### config.mk
export PLATFORM = sky130hd
export DESIGN_NAME = rxs_status_top
export DESIGN_NICKNAME = d
export VERILOG_FILES = /design/src/rtl/rxs_pkg.sv /design/src/rtl/rxs_buf_flags.sv /design/src/rtl/rxs_sync_irq.sv /design/src/rtl/rxs_status_top.sv
export SDC_FILE = /design/constraint.sdc
export NUM_CORES = 1
export LEC_CHECK = 0
export BUFFER_PORTS_ARGS = -buffer_cell sky130_fd_sc_hd__buf_2
export CORE_AREA = 10 10 47 49
export DETAILED_ROUTE_END_ITERATION = 16
export DIE_AREA = 0 0 57 59
export HOLD_SLACK_MARGIN = 0.05
export SLEW_MARGIN = 0
export SYNTH_ARGS = -nofsm -noshare
export SYNTH_HDL_FRONTEND = slang
export SYNTH_SLANG_ARGS = --single-unit
### constraint.sdc
create_clock -name clk -period 1.14 [get_ports clk]
set_input_delay 0.114 -clock clk [delete_from_list [all_inputs] [get_ports clk]]
set_output_delay 0.114 -clock clk [all_outputs]
set_load 0.01 [all_outputs]
### src/rtl/rxs_pkg.sv
package rxs_pkg;
  // Flags of one receive buffer
  typedef struct packed {
    logic ok;
    logic ovr;
  } buf_flags_t;

  // Next flag state for one buffer, given a store pulse and a clear
  function automatic buf_flags_t next_flags(buf_flags_t cur, logic store, logic clr);
    buf_flags_t n;
    n = cur;
    if (store) begin
      n.ok  = 1'b1;
      n.ovr = clr ? 1'b0 : (cur.ovr | cur.ok);
    end else if (clr) begin
      n.ok  = 1'b0;
      n.ovr = 1'b0;
    end
    return n;
  endfunction

  // Next state of an event bit: a set beats a clear
  function automatic logic next_event(logic cur, logic set, logic clr);
    return set | (cur & ~clr);
  endfunction
endpackage

### src/rtl/rxs_buf_flags.sv
module rxs_buf_flags
  import rxs_pkg::*;
(
  input  logic clk,
  input  logic rst,
  input  logic store,
  input  logic clr,
  output logic ok,
  output logic ovr
);
  buf_flags_t cur_q, nxt;
  logic overrun_ev;

  assign nxt        = next_flags(cur_q, store, clr);
  assign overrun_ev = store & cur_q.ok & ~clr;

  always_ff @(posedge clk) begin
    if (rst) cur_q <= '0;
    else     cur_q <= nxt;
  end

  assign ok  = cur_q.ok;
  assign ovr = cur_q.ovr;


  store_sets_ok_chk: assert property (@(posedge clk) disable iff (rst)
    store |=> ok);

  overrun_raise_chk: assert property (@(posedge clk) disable iff (rst)
    overrun_ev |=> ovr);

  ovr_implies_ok_chk: assert property (@(posedge clk) disable iff (rst)
    ovr |-> ok);

  first_store_no_ovr_chk: assert property (@(posedge clk) disable iff (rst)
    (store && !ok && !ovr) |=> !ovr);

  clear_wipes_chk: assert property (@(posedge clk) disable iff (rst)
    (clr && !store) |=> (!ok && !ovr));

  store_beats_clear_chk: assert property (@(posedge clk) disable iff (rst)
    (clr && store) |=> (ok && !ovr));
endmodule

### src/rtl/rxs_sync_irq.sv
module rxs_sync_irq
  import rxs_pkg::*;
(
  input  logic clk,
  input  logic rst,
  input  logic tx_ev,
  input  logic rx_ev,
  input  logic irq_clr,
  output logic sync_tx,
  output logic sync_rx,
  output logic irq
);
  logic tx_q, rx_q;

  always_ff @(posedge clk) begin
    if (rst) begin
      tx_q <= 1'b0;
      rx_q <= 1'b0;
    end else begin
      tx_q <= next_event(tx_q, tx_ev, irq_clr);
      rx_q <= next_event(rx_q, rx_ev, irq_clr);
    end
  end

  assign sync_tx = tx_q;
  assign sync_rx = rx_q;
  assign irq     = tx_q | rx_q;


  tx_sets_chk: assert property (@(posedge clk) disable iff (rst)
    tx_ev |=> (sync_tx && irq));

  rx_sets_chk: assert property (@(posedge clk) disable iff (rst)
    rx_ev |=> (sync_rx && irq));

  irq_clear_chk: assert property (@(posedge clk) disable iff (rst)
    (irq_clr && !tx_ev && !rx_ev) |=> !irq);

  events_hold_chk: assert property (@(posedge clk) disable iff (rst)
    (!irq_clr && !tx_ev && !rx_ev) |=> ($stable(sync_tx) && $stable(sync_rx)));
endmodule

### src/rtl/rxs_status_top.sv
module rxs_status_top #(
  parameter int NUM_BUF = 4
) (
  input  logic               clk,
  input  logic               rst,
  input  logic [NUM_BUF-1:0] rx_stored,
  input  logic               tx_done,
  input  logic               rx_clr_all,
  input  logic [NUM_BUF-1:0] rx_clr_buf,
  input  logic               irq_clr,
  output logic [NUM_BUF-1:0] rx_ok,
  output logic [NUM_BUF-1:0] rx_ovr,
  output logic               sync_tx,
  output logic               sync_rx,
  output logic               irq
);
  logic [NUM_BUF-1:0] buf_clr;
  logic               any_rx;

  assign buf_clr = rx_clr_buf | {NUM_BUF{rx_clr_all}};
  assign any_rx  = |rx_stored;

  for (genvar g = 0; g < NUM_BUF; g++) begin : g_buf
    rxs_buf_flags u_flags (
      .clk  (clk),
      .rst  (rst),
      .store(rx_stored[g]),
      .clr  (buf_clr[g]),
      .ok   (rx_ok[g]),
      .ovr  (rx_ovr[g])
    );
  end

  rxs_sync_irq u_sync (
    .clk    (clk),
    .rst    (rst),
    .tx_ev  (tx_done),
    .rx_ev  (any_rx),
    .irq_clr(irq_clr),
    .sync_tx(sync_tx),
    .sync_rx(sync_rx),
    .irq    (irq)
  );


  global_clear_chk: assert property (@(posedge clk) disable iff (rst)
    (rx_clr_all && rx_stored == '0) |=> (rx_ok == '0 && rx_ovr == '0));

  reset_state_chk: assert property (@(posedge clk)
    rst |=> (rx_ok == '0 && rx_ovr == '0 && !irq));
endmodule

==> flow_metrics.py <==
metrics = {
    "final_layout": {
        "final_common_cell": "buf_2",
        "syn_to_final_growth_pct": 34.4,
        "layout-drive-gt1-share": 0.418,
        "fin_area_um2": 562,
        "final_util": 0.401,
        "antenna-diode-count": 0,
        "final_cell_mix": "buf_2 (22), a21oi_1 (10), dfxtp_1 (9), inv_1 (5), nor4_1 (5)",
        "nets": 82,
    },
    "timing": {
        "setup_viol": 0,
        "max_slew_margin": 0.847,
        "setup-tns-final_ns": 0,
        "fin_crit_sh": 0.938,
        "hold_viol": 0,
        "fmax_mhz": 936,
        "hold_ws_ns": 0.0790,
        "rsz0062_at_grt": "false",
        "worstMarginPinSlew_ns": 0.227,
        "maxSlewViolCount": 0,
        "post-route-min-period_ns": 1.07,
        "skew_ns": 0.000303,
    },
    "critical_path": {
        "start_kind": "primary input",
        "worst-path-buf-inv": 2,
        "cp_data_required_time_ns": 1.33,
        "cp_cell_sequence": "dlygate4sd3_1, buf_2, or3b_1, a21oi_1",
        "crit_path_end_kind": "flip-flop",
        "crit_fanout": 2,
        "cpPeakStageDelay_ns": 0.53,
        "cp_top_family": "buffers and inverters",
        "crit_type": "primary input to flip-flop",
        "critPathArrivalTime_ns": 1.26,
        "cp_slowest_cell": "dlygate4sd3_1",
    },
    "die": {
        "num_rows": 14,
        "die-area_mm2": 0.00336,
        "fp.dieH_um": 59,
        "boundaryPins": 24,
        "die_w_um": 57,
        "start_util": 0.298,
        "coreArea_mm2": 0.00140,
    },
    "routing": {
        "avgRoutedWirePerCell_um": 12.9,
        "drc": 0,
        "firstDrtPassIters": 2,
        "drtIter0Drc": 7,
        "viasPerCell": 4.57,
        "dr_total_vias": 379,
        "drt-total-wl_mm": 1.07,
        "drtAntennaViolNets": 0,
    },
    "power": {
        "peakVddDrop_v": 0.000546,
        "powerDensity_mw_per_mm2": 1260,
        "p_leak_nw": 0.273,
        "power_mw": 0.710,
    },
    "synth": {
        "yosysSeqAreaShare": 0.479,
        "avgSynthCellArea_um2": 9.08,
        "syn_nets": 59,
        "ys_types": 9,
        "synthesis.area_um2": 418,
        "netlist_instances": 46,
        "synth_warnings": 0,
        "ys_ff_latch": 10,
    },
    "global_routing": {
        "grt-ovfl-total": 0,
        "grt_pass1_wl_mm": 1.70,
        "grt_max_degree": 11,
        "antenna_found_initial": 0,
        "grt_use_total": 0.0637,
        "grt_pass1_vias": 411,
    },
    "clock_tree": {
        "clk_pin_slew_ns": 0.06,
        "cts_buffers": 3,
        "postCtsSetupRepairBufs": 0,
        "clock-sinks": 10,
        "cts_tree": "yes",
        "cts_root_buf": "clkbuf_4",
        "insertion_delay_ns": 0.26,
        "htree_levels": 1,
        "clock_path_buffers": 2,
    },
    "worst_hold_path": {
        "hold_class": "primary input to flip-flop",
    },
    "outcome": {
        "outcome": "complete, no violations",
    },
    "flow_run": {
        "maxCapViolations": 0,
    },
    "placement": {
        "place.gp.congestion": 0.648,
        "io_buffer_count": 23,
        "dp_hpwl_um": 831,
        "placed_area_um2": 489,
    },
}
[stage by stage]
stage / instances / worst slack, ns
global route: 83 / 0.00558
detailed placement: 76 / 0.262
global placement: 76 / 0.280
finish: 83 / 0.0711
CTS: 83 / 0.0106
floorplan: 46 / 0.300
[kinds of logic after synthesis]
kind of cell           Yosys count  share of synthesized area
AOI/OAI and AO/OA               10                      0.120
DFF                             10                      0.479
buffers and inverters           14                      0.198
and+or+nand+nor                 12                      0.204
[cells in the mapped netlist (all sizes together)]
cell / n / share of area
a21oi: 10 / 0.12
dfxtp: 10 / 0.48
buf: 8 / 0.14
inv: 5 / 0.045
nor4: 5 / 0.075
or3b: 4 / 0.084
nand2b: 2 / 0.030
clkbuf: 1 / 0.0090
or2: 1 / 0.015
[layout make-up]
cell class	instances	area (µm²)
repair buffers	27	161
multi-input cells	22	138
fillers	152	840
flip-flops and latches	10	201
well taps	16	20.0
inverters	5	18.8
clock buffers	3	22.5
[tightest hold or removal path, cell delays in order]
cell and delay [ns]:
buf_2 0.09, inv_1 0.04, a21oi_1 0.05
[sequential cells by signal, indices dropped and copies added, names as in the netlist]
signal,count
g_buf.u_flags.ok,4
u_sync.sync_tx,1
g_buf.u_flags.ovr,4
u_sync.sync_rx,1
[routing by layer]
layer / GRT usage / part of all wire / vias up
met5: 0 / 0 / -
met4: 0.0503 / 0.011 / 0
met3: 0.0279 / 0.072 / 2
met2: 0.0977 / 0.48 / 13
met1: 0.0670 / 0.43 / 171
li1: - / - / 193
[path summary, 6_finish.rpt]
path / startpoint / to / slack, ns / depth (start not counted)
setup / recovery: rx_clr_buf[3] / g_buf[3].u_flags.ok / 0.07 / 4
hold / removal: tx_done / u_sync.sync_tx / 0.08 / 3
setup reg to reg: g_buf[2].u_flags.ok / g_buf[2].u_flags.ok / 0.25 / 2
hold reg to reg: u_sync.sync_tx / u_sync.sync_tx / 0.49 / 2
[where the power goes]
group / internal, mW / switching [mW]
clock network: 0.122 / 0.113
logic: 0.0546 / 0.0469
registers: 0.365 / 0.00943
[repair_timing]
item / CTS / global route
setup endpoints to repair: 0 / 1
hold buffers: 4 / 0
hold endpoints to repair: 4 / 0
gates resized for setup: 0 / 3
Power figures use the tool's default switching activity.
